File: src/rtl/edge_pkg.sv
package edge_pkg;
  typedef enum logic [1:0] {
    TSEL_RISE = 2'd0,
    TSEL_FALL = 2'd1,
    TSEL_BOTH = 2'd2,
    TSEL_ALL  = 2'd3
  } tsel_e;

  function automatic logic [7:0] pick_mask(input logic [1:0] sel,
                                           input logic [7:0] r,
                                           input logic [7:0] f);
    case (tsel_e'(sel))
      TSEL_RISE: pick_mask = r;
      TSEL_FALL: pick_mask = f;
      default:   pick_mask = r | f;
    endcase
  endfunction
endpackage

File: src/rtl/edge_rst_sync.sv
module edge_rst_sync #(
  parameter int STAGES = 2
) (
  input  logic clk,
  input  logic arst_n,
  output logic srst_n
);
  logic [STAGES-1:0] chain_q;

  always_ff @(posedge clk or negedge arst_n) begin
    if (!arst_n) chain_q <= '0;
    else         chain_q <= {chain_q[STAGES-2:0], 1'b1};
  end

  assign srst_n = chain_q[STAGES-1];
endmodule

File: src/rtl/edge_mask.sv
module edge_mask #(
  parameter int W = 8
) (
  input  logic [W-1:0] word,
  input  logic         prev,
  output logic [W-1:0] rise,
  output logic [W-1:0] fall
);
  logic [W-1:0] prior;

  assign prior = {word[W-2:0], prev};

  for (genvar i = 0; i < W; i++) begin : g_bit
    assign rise[i] =  word[i] & ~prior[i];
    assign fall[i] = ~word[i] &  prior[i];
  end
endmodule

File: src/rtl/edge_locate.sv
module edge_locate #(
  parameter int W  = 8,
  parameter int IW = $clog2(W),
  parameter int CW = $clog2(W + 1)
) (
  input  logic [W-1:0]  tmask,
  output logic [IW-1:0] first,
  output logic [IW-1:0] last,
  output logic [CW-1:0] cnt,
  output logic          any
);
  always_comb begin
    first = '0;
    last  = '0;
    cnt   = '0;
    for (int i = W - 1; i >= 0; i--) begin
      if (tmask[i]) first = IW'(i);
    end
    for (int i = 0; i < W; i++) begin
      if (tmask[i]) last = IW'(i);
      cnt = cnt + CW'(tmask[i]);
    end
  end

  assign any = |tmask;
endmodule

File: src/rtl/edge_trig_delay.sv
module edge_trig_delay #(
  parameter int W   = 8,
  parameter int LAT = 8
) (
  input  logic         clk,
  input  logic         rst_n,
  input  logic [W-1:0] din,
  output logic [W-1:0] dout
);
  logic [W-1:0] stage_q [LAT];

  always_ff @(posedge clk or negedge rst_n) begin
    if (!rst_n) stage_q[0] <= '0;
    else        stage_q[0] <= din;
  end

  for (genvar k = 1; k < LAT; k++) begin : g_stage
    always_ff @(posedge clk or negedge rst_n) begin
      if (!rst_n) stage_q[k] <= '0;
      else        stage_q[k] <= stage_q[k-1];
    end
  end

  assign dout = stage_q[LAT-1];
endmodule

File: src/rtl/edge_word_detect.sv
module edge_word_detect #(
  parameter int W   = 8,
  parameter int LAT = 8,
  localparam int IW = $clog2(W),
  localparam int CW = $clog2(W + 1)
) (
  input  logic          clk,
  input  logic          rst_n,
  input  logic [W-1:0]  samp_i,
  input  logic [1:0]    tsel_i,
  output logic [W-1:0]  rise_o,
  output logic [W-1:0]  fall_o,
  output logic [IW-1:0] first_o,
  output logic [IW-1:0] last_o,
  output logic [CW-1:0] cnt_o,
  output logic          any_o,
  output logic [W-1:0]  trig_o
);
  import edge_pkg::*;

  logic          srst_n;
  logic          prev_q, prev_d;
  logic [W-1:0]  rise_d, fall_d, rise_q, fall_q;
  logic [IW-1:0] first_d, last_d, first_q, last_q;
  logic [CW-1:0] cnt_d, cnt_q;
  logic          any_d, any_q;
  logic [W-1:0]  trig_d;

  edge_rst_sync #(.STAGES(2)) u_rst (
    .clk(clk), .arst_n(rst_n), .srst_n(srst_n)
  );

  edge_mask #(.W(W)) u_mask (
    .word(samp_i), .prev(prev_q), .rise(rise_d), .fall(fall_d)
  );

  edge_locate #(.W(W), .IW(IW), .CW(CW)) u_loc (
    .tmask(rise_d | fall_d), .first(first_d), .last(last_d),
    .cnt(cnt_d), .any(any_d)
  );

  always_comb begin
    prev_d = samp_i[W-1];
    trig_d = W'(pick_mask(tsel_i, 8'(rise_d), 8'(fall_d)));
  end

  always_ff @(posedge clk or negedge srst_n) begin
    if (!srst_n) begin
      prev_q  <= 1'b0;
      rise_q  <= '0;
      fall_q  <= '0;
      first_q <= '0;
      last_q  <= '0;
      cnt_q   <= '0;
      any_q   <= 1'b0;
    end else begin
      prev_q  <= prev_d;
      rise_q  <= rise_d;
      fall_q  <= fall_d;
      first_q <= first_d;
      last_q  <= last_d;
      cnt_q   <= cnt_d;
      any_q   <= any_d;
    end
  end

  edge_trig_delay #(.W(W), .LAT(LAT)) u_dly (
    .clk(clk), .rst_n(srst_n), .din(trig_d), .dout(trig_o)
  );

  assign rise_o  = rise_q;
  assign fall_o  = fall_q;
  assign first_o = first_q;
  assign last_o  = last_q;
  assign cnt_o   = cnt_q;
  assign any_o   = any_q;

  // no position is both a rising and a falling transition
  a_r3_disjoint: assert property (@(posedge clk) disable iff (!srst_n)
    (rise_o & fall_o) == '0);

  // count agrees with the two masks
  a_r5_count: assert property (@(posedge clk) disable iff (!srst_n)
    cnt_o == CW'($countones(rise_o | fall_o)));

  // reported positions are real transitions, ordered
  a_r6_positions: assert property (@(posedge clk) disable iff (!srst_n)
    any_o |-> ((rise_o[first_o] | fall_o[first_o]) &&
               (rise_o[last_o] | fall_o[last_o]) && first_o <= last_o));

  // no transitions means zero positions
  a_r6_idle: assert property (@(posedge clk) disable iff (!srst_n)
    !any_o |-> (first_o == '0 && last_o == '0 && cnt_o == '0));

  // boundary transition uses the previous word's last sample
  a_r4_boundary: assert property (@(posedge clk) disable iff (!srst_n)
    rise_o[0] |-> (!$past(samp_i[W-1], 2) && $past(samp_i[0])));
endmodule

File: config.mk
export PLATFORM = sky130hd
export DESIGN_NAME = edge_word_detect
export DESIGN_NICKNAME = d
export VERILOG_FILES = /design/src/rtl/edge_pkg.sv /design/src/rtl/edge_rst_sync.sv /design/src/rtl/edge_mask.sv /design/src/rtl/edge_locate.sv /design/src/rtl/edge_trig_delay.sv /design/src/rtl/edge_word_detect.sv
export SDC_FILE = /design/constraint.sdc
export NUM_CORES = 1
export LEC_CHECK = 0
export ABC_AREA = 0
export BUFFER_PORTS_ARGS = -buffer_cell sky130_fd_sc_hd__buf_2
export CAP_MARGIN = 20
export CORE_UTILIZATION = 40
export CTS_CLUSTER_SIZE = 40
export DETAILED_ROUTE_END_ITERATION = 10
export PLACE_DENSITY = 0.63
export SETUP_SLACK_MARGIN = 0.15
export SLEW_MARGIN = 20
export SYNTH_ARGS = -nofsm -noshare
export SYNTH_HDL_FRONTEND = slang
export SYNTH_HIERARCHICAL = 1
export SYNTH_SLANG_ARGS = --single-unit
File: constraint.sdc
create_clock -name clk -period 4.7 [get_ports clk]
set_input_delay 0.235 -clock clk [delete_from_list [all_inputs] [get_ports clk]]
set_output_delay 0.235 -clock clk [all_outputs]
set_load 0.05 [all_outputs]
* Word-level counts from Yosys, hierarchy flattened
Cells that the tools add are included.
Word-level totals: register bits after elaboration 94, input bits 12, output and inout port bits 35, word-level logic and storage cells 68
Operators by class: add/subtract/negate cells 7, eq/ne operators 1, mux-type cells 16, bitwise gates (word level) 26, reduce and logical (&&, ||, !) cells 2
Operator list (number):
- 3-bit two-way mux | 12
- 4-bit by 1-bit adder with 4-bit output | 6
- 1-bit AND | 16
- 8-bit one-hot mux with 2 select lines | 1
- 1-bit inverter | 9
- 8-bit OR | 1
- 8-bit OR reduction | 1
- 2-bit two-way mux | 2
- 1-bit by 1-bit adder with 2-bit output | 1
- 2-bit by 1-bit == test with 1-bit output (second input constant) | 1
- 2-bit zero test | 1
- 1-bit two-way mux | 1

* Longest topological paths before layout
Gate-level depths: netlist of run 1.
word-level depth 11, mapped depth 11, depth with buffers taken out 11

* By module
Netlist of run 1, hierarchy kept.
By module, submodules not included:
- edge_trig_delay | instances 1, cells an instance 72, area each 1661.6 um2, seq. area each 1601.5 um2
- edge_word_detect | instances 1, cells an instance 54, area each 945.9 um2, seq. area each 700.7 um2
- edge_locate | instances 1, cells an instance 40, area each 304.0 um2, seq. area each 0.0 um2
- edge_mask | instances 1, cells an instance 16, area each 105.1 um2, seq. area each 0.0 um2
- edge_rst_sync | instances 1, cells an instance 3, area each 53.8 um2, seq. area each 50.0 um2

* Worst setup path before layout of run 1
No wires, ideal clock.
kind flip-flop to flip-flop, start point register prev_q, end point register cnt_q[2] (netlist: cnt_o[2]), library setup time 0.123 ns, arrival time 2.927 ns, data required time 4.577 ns, setup slack 1.650 ns, stages on the path, launching flop included 12, buffers on the path 0, clock period less this slack 3.050 ns, path through dfrtp_1 -> nor2b_1 -> or2_2 -> inv_2 -> fa_1 -> fa_1 -> fa_1 -> inv_1 -> ha_1 -> inv_1 -> fa_1 -> xnor2_1
Between the ends: elaborated cells on any way between the ends 11, those cells by class add/sub: 7; bitwise: 4
RTL lines:
- start: declaration | RTL line edge_word_detect.sv:22 | logic prev_q, prev_d;
- start signal: assignment | RTL line edge_word_detect.sv:57 | prev_q <= prev_d;
- 1-bit AND | RTL line edge_mask.sv:15 | assign fall[i] = ~word[i] & prior[i];
- via fall_d[0] | RTL line edge_word_detect.sv:23 | logic [W-1:0] rise_d, fall_d, rise_q, fall_q;
- 8-bit OR | RTL line edge_word_detect.sv:38 | .tmask(rise_d | fall_d), .first(first_d), .last(last_d),
- 1-bit by 1-bit adder with 2-bit output | RTL line edge_locate.sv:21 | cnt = cnt + CW'(tmask[i]);
- 4-bit by 1-bit adder with 4-bit output (6 in series) | RTL line edge_locate.sv:21
- via cnt_d[2] | RTL line edge_word_detect.sv:25 | logic [CW-1:0] cnt_d, cnt_q;
- end signal: assignment | RTL line edge_word_detect.sv:62 | cnt_q <= cnt_d;
- end: declaration | RTL line edge_word_detect.sv:25
The timed path passes the listed nets, and every way through them passes these cells.

* Final worst setup path of run 1
start point register prev_q, end point register cnt_q[1] (netlist: cnt_o[1])
The elaborated chain is that of the path after synthesis.

==> results of run 1 <==
metal layers:
| layer | routed length [um] | up-vias | track usage |
|---|---|---|---|
| met2 | 2050 | 48 | 0.185 |
| met4 | 119 | 0 | 0.0823 |
| met3 | 208 | 11 | 0.0329 |
| met1 | 1940 | 734 | 0.162 |
| met5 | 0 | - | 0 |
| li1 | - | 676 | - |
final cells by class:
type	instances	share of cell area
clock buffer	11	0.0363
sequential	94	0.651
clock inverter	5	0.0297
tap	99	0.0342
inverter	15	0.0156
multi-input combinational	66	0.162
timing repair buffer	49	0.0712
state kept, by name, summed over array words and instances (netlist names):
| register | count |
|---|---|
| any_o | 1 |
| cnt_o | 4 |
| fall_o | 8 |
| first_o | 3 |
| last_o | 3 |
| prev_q | 1 |
| rise_o | 8 |
| u_dly/dout | 8 |
| u_dly/stage_q | 56 |
| u_rst/chain_q | 2 |
placed cells by master (no fill, tap or decap), types with 2 or more instances in the layout:
cell type	instances
bufinv_16	3
or2_2	8
clkbuf_8	9
nor2b_1	15
buf_2	46
dfrtp_1	93
o21ai_0	2
fa_1	4
clkbuf_1	2
nor3_1	2
ha_1	4
mux2_4	8
dlygate4sd3_1	2
clkinv_4	2
o21a_1	8
and2b_2	2
inv_1	14
report_power, final:
part           switching, W  internal (W)  total [W]
clock              0.000261      0.000356   0.000617
combinational      0.000193     0.0000739   0.000267
sequential        0.0000206      0.000878   0.000899
total              0.000475       0.00131    0.00178
stage by stage:
stage | setup WS [ps] | util | total power, W
after CTS | 1460 | 0.494 | 0.00181
after global routing | 1310 | 0.494 | 0.00188
after floorplan | 1650 | - | 0.00113
after global placement | 1450 | 0.458 | 0.00118
after detailed placement | 1410 | 0.458 | 0.00119
final | 1480 | 0.494 | 0.00178
kinds of logic after synthesis:
family	share of synthesized area
XOR/XNOR	0.00285
multiplexers	0.0391
other	0.00122
buffers and inverters	0.0428
flip-flops	0.766
adder cells (fa/ha/maj)	0.0424
AND/OR/NAND/NOR	0.0656
AO/OA/AOI/OAI	0.0399
final timing paths:
path | start | endpoint | slack [ps]
min in group asynchronous | rst_n | u_rst/chain_q[1] | 190
max in group asynchronous | u_rst/chain_q[1] | u_dly/stage_q[13] | 3380
worst max-delay path | prev_q | cnt_o[1] | 1480
worst min-delay path | samp_i[4] | fall_o[4] | 90
worst min register to register | u_rst/chain_q[1] | fall_o[7] | 260
worst max register to register | prev_q | cnt_o[1] | 1480
==> results.md, run 1 <==
- Max IR drop VDD: 0.212 mV
- Synth top area share: 0.766
- Final setup viols: 0
- Yosys reg bits: 94
- Post-synth cell types: 28
- Post-synth EDFFs: 0
- Total CTS buffers: 9
- CP max stage cell: fa_1
- Via Count: 1469
- Die ar.: 0.00803 mm2
- DRC: 0
- Crit path DAT: 3470 ps
- Vias per cell: 4.33
- Ranking of synthesized cells by area: dfrtp_1 (77%), mux2_4 (3.9%), nor2b_1 (3.1%), fa_1 (2.6%), buf_4 (2.0%)
- Clock buffer depth: 2
- Cts repair resizes: 0
- Die width: 89.6 um
- Most used standard cell by instance count after synthesis: dfrtp_1
- Most common cell on crit path: fa_1
- # hold bufs at CTS: 2
- Post-route cell area: 0.00362 mm2
- Rows: 31
- HPWL after DPL: 2820 um
- Max-slew violation count: 0
- Critical Path Source Type: register
- Tcrit/Tclk final: 0.686
- Crit-path cells: nor2b_1, or2_2, inv_2, fa_1, fa_1, fa_1, inv_1, ha_1, inv_1, fa_1, inv_1
- Final min period: 3220 ps
- Syn avg cell area: 16.6 um2
- Clk slew on worst S/H paths: 90 ps
- Final nets: 255
- Worst Path Required: 4950 ps
- TritonCTS clock tree: yes
- GRT Overall Usage: 0.125
- Synth Instances: 185
- Largest net degree at the start of global routing: 62
- Worst Tran Pin Value: 710 ps
- Routed len/inst: 12.7 um
- Port Buffers: 46
- Critical Path End Type: register
- Root buffer cell: clkbuf_8
- Yosys synthesis warning count: 6
- Cell count after placement: 321
- Register Area: 0.00236 mm2
- Total gr overflow: 0
- Total core area: 0.00733 mm2
- Multi-input gate area: 587 um2
- CP max stage delay: 500 ps
- Ports: 47
- Starting DRT DRC Count: 43
- # clock sinks: 94
- # fillers: 631
- Fraction of registers with async set or reset after synthesis: 1.00
- Hold Path Depth: 2
- Post-CTS Setup Bufs: 0
- Synthesis-to-layout area growth: 17.9%
- Crit-path max FO: 6
- RSZ-0062 raised after global routing: no
- Largest area contributor in the netlist: dfrtp_1
- Worst Reg-to-Reg Cells: 11
- Vias in the first global route: 1456
- Critical path depth: 11
- Starting Density: 0.419
- Initial antenna violation count: 0
- Delay-heaviest family, CP: adder cells
- Final Hold Slack: 86.4 ps
- Status: complete, no violations
- Setup CP Type: register to register
- Final hold vios: 0
- Die height: 89.6 um
- Max-cap viol count: 0
- Htree depth: 3
- N_diodes: 0
- Final Wtd Congestion: 0.769
- Global-route wire length before repair: 7050 um
- Static Leak: 1.83 nW
- Post-Route Setup TNS: 0 ps
- Layout Cells excl Fill: 339
- Layout cells sized above 1: 0.346
- Final clock skew: 8.88 ps
- DR pass1 iterations: 5
- Max frequency: 310 MHz
- Ys flop type: dfrtp_1
- Part of the Yosys area used for sequential elements: 0.766
- Final ANT Viol Nets: 0
- Post-Route WL: 4320 um
- Buffers and inverters on the worst path: 4
- Worst slew margin: 0.526
- Skew-Pair Late Insertion Delay: 350 ps
- Syn_nets: 205
- DP Area: 0.00336 mm2
- Mapped Area: 0.00307 mm2
- Synth cell count leaders: dfrtp_1 (94), nor2b_1 (15), inv_1 (14)
- Pwr dens: 492 mW/mm2
- Hold crit path type: input port to register
Power figures use the tool's default switching activity.
==> run 2, diff against run 1 <==
clock period = 3.2 ns   (was 4.7 ns; I/O delays follow)
==> run 2 against run 1 <==
Compared with the run above: non-clock buffer count grew 9; clock-buffer cell count shrank 1; sequential power grew 47%; worst setup slack lost 1400 ps; first-iteration DRC count shrank 2.3%; critical path depth is the same; clock skew shrank 0.85 ps; largest cell class unchanged.
==> results.md, run 2 (synthesized netlist as in run 1, its figures left out) <==
- Hold crit path type: input port to register
- Layout Cells excl Fill: 348 (+2.7%)
- Total power: 0.00246 W (+38%)
- Final ANT Viol Nets: 0 (unchanged)
- Via Count: 1529 (+4.1%)
- Crit-path max FO: 2 (-4)
- Final setup viols: 0 (unchanged)
- Routed len/inst: 13.0 um (+1.8%)
- Vias in the first global route: 1611 (+11%)
- Register Area: 0.00236 mm2 (unchanged)
- GRT Overall Usage: 0.134 (+0.00936)
- Status: complete, no violations
- TritonCTS clock tree: yes
- Final Hold Slack: 16.3 ps (-70.2 ps)
- # clock sinks: 94 (unchanged)
- Post-place setup slack: 40.2 ps (-1370 ps)
- Final setup margin: 118 ps (-1360 ps)
- N_diodes: 0 (unchanged)
- Max IR drop VDD: 0.273 mV (+29%)
- Crit path DAT: 3310 ps (-160 ps)
- Pwr dens: 668 mW/mm2 (+36%)
- Max-slew violation count: 0 (unchanged)
- HPWL after DPL: 2940 um (+4.3%)
- Ports: 47 (unchanged)
- Final min period: 3080 ps (-142 ps)
- Total gr overflow: 0 (unchanged)
- Setup CP Type: register to register
- Max frequency: 325 MHz (+4.6%)
- Final hold vios: 0 (unchanged)
- Worst Path Required: 3430 ps (-1520 ps)
- Post-Route WL: 4510 um (+4.5%)
- Clk slew on worst S/H paths: 90 ps (about the same)
- Final clock skew: 8.02 ps (-0.855 ps)
- # fillers: 642 (+1.7%)
- Total core area: 0.00733 mm2 (unchanged)
- Global-route wire length before repair: 7640 um (+8.3%)
- Multi-input gate area: 602 um2 (+2.6%)
- DR pass1 iterations: 4 (-1)
- Max-cap viol count: 0 (unchanged)
- DRC: 0 (unchanged)
- RSZ-0062 raised after global routing: yes
- Largest net degree at the start of global routing: 49 (-21%)
- Clock buffer depth: 2 (unchanged)
- Most frequent cells in the layout: dfrtp_1 (93), buf_2 (46), inv_1 (13), nor2b_1 (13), clkbuf_8 (10)
- Reg2Reg Setup Slack: 120 ps (-1360 ps)
- Largest register by flop count: u_dly/stage_q
- Final nets: 264 (+3.5%)
- Fin util: 0.502 (+0.00819)
- Root buffer cell: clkbuf_8
- Cell count after placement: 325 (+1.2%)
- Static Leak: 1.87 nW (+2.0%)
- Port Buffers: 46 (unchanged)
- Synthesis-to-layout area growth: 19.8%
- Final Wtd Congestion: 0.770 (+0.23%)
- Die width: 89.6 um (unchanged)
- Worst slew margin: 0.610 (+0.0838)
- Die ar.: 0.00803 mm2 (unchanged)
- Htree depth: 3 (unchanged)
- Layout cells sized above 1: 0.386 (+0.0397)
- Starting Density: 0.419 (unchanged)
- Skew-Pair Late Insertion Delay: 340 ps (about the same)
- Tcrit/Tclk final: 0.963 (+0.277)
- Rows: 31 (unchanged)
- Critical Path End Type: register
- Total CTS buffers: 9 (unchanged)
- Initial antenna violation count: 0 (unchanged)
- Critical Path Source Type: register
- Worst Tran Pin Value: 585 ps (-126 ps)
- Starting DRT DRC Count: 42 (-2.3%)
- Vias per cell: 4.39 (+1.4%)
- Leading cell type in the layout, fill and taps excluded: dfrtp_1
- Number of flip-flops in the largest register: 56 (unchanged)
- Die height: 89.6 um (unchanged)
-- run 2: cell types whose count changed in the layout (fill, tap and decap cells not counted), sizes merged --
cell         previous run  this run
dlygate4sd3             2         4
clkbuf                 11        10
buf                    47        54
bufinv                  3         0
inv                    15        19
-- run 2: metal layers --
layer	vias to the layer above	global-route usage	share of wire
met1	777	0.168	0.43
li1	694	-	-
met2	50	0.203	0.49
met3	8	0.0466	0.052
met4	0	0.0779	0.019
met5	-	0	0
-- run 2: report_power, final --
group | switching, W | internal (W) | leakage [nW]
Clock | 0.000410 | 0.000318 | 0.0996
Sequential | 0.0000343 | 0.00129 | 1.19
Combinational | 0.000285 | 0.000122 | 0.581
-- run 2: area by class of cell --
class | instances | area share
sequential | 94 | 0.640
multi-input combinational | 66 | 0.164
timing repair buffer | 58 | 0.0952
clock buffer | 10 | 0.0374
tap | 99 | 0.0337
inverter | 15 | 0.0160
clock inverter | 6 | 0.0139
-- run 2: per-stage QoR --
stage	area (um2)	TNS (ps)
6_report	3680	0
5_1_grt	3680	-9.15
4_1_cts	3670	0
3_5_place_dp	3410	0
3_3_place_gp	3380	0
2_1_floorplan	3070	0
-- run 2: critical path, stage by stage, from the launching register on --
cell and delay [ps]:
dfrtp_1 400, nor2b_2 150, or2_4 170, inv_4 40, fa_1 540, fa_1 430, fa_1 450, inv_1 70
ha_2 180, inv_2 40, fa_1 370, xnor2_1 130
-- run 2: final timing paths --
kind                                  start          endpoint  cells after the start
min in group asynchronous             rst_n  u_rst/chain_q[1]                      2
max in group asynchronous  u_rst/chain_q[1]         rise_o[4]                      1
max                                  prev_q          cnt_o[2]                     11
max reg2reg                          prev_q          cnt_o[2]                     11
min                               samp_i[4]         rise_o[5]                      2
min reg2reg                u_rst/chain_q[1]     u_dly/dout[1]                      0
-- run 2: timing repair --
item,CTS,global route
setup endpoints to repair,2,2
endpoints found under the hold margin,6,0
buffers inserted,2,1
gates resized for setup,6,1
hold buffers,4,0
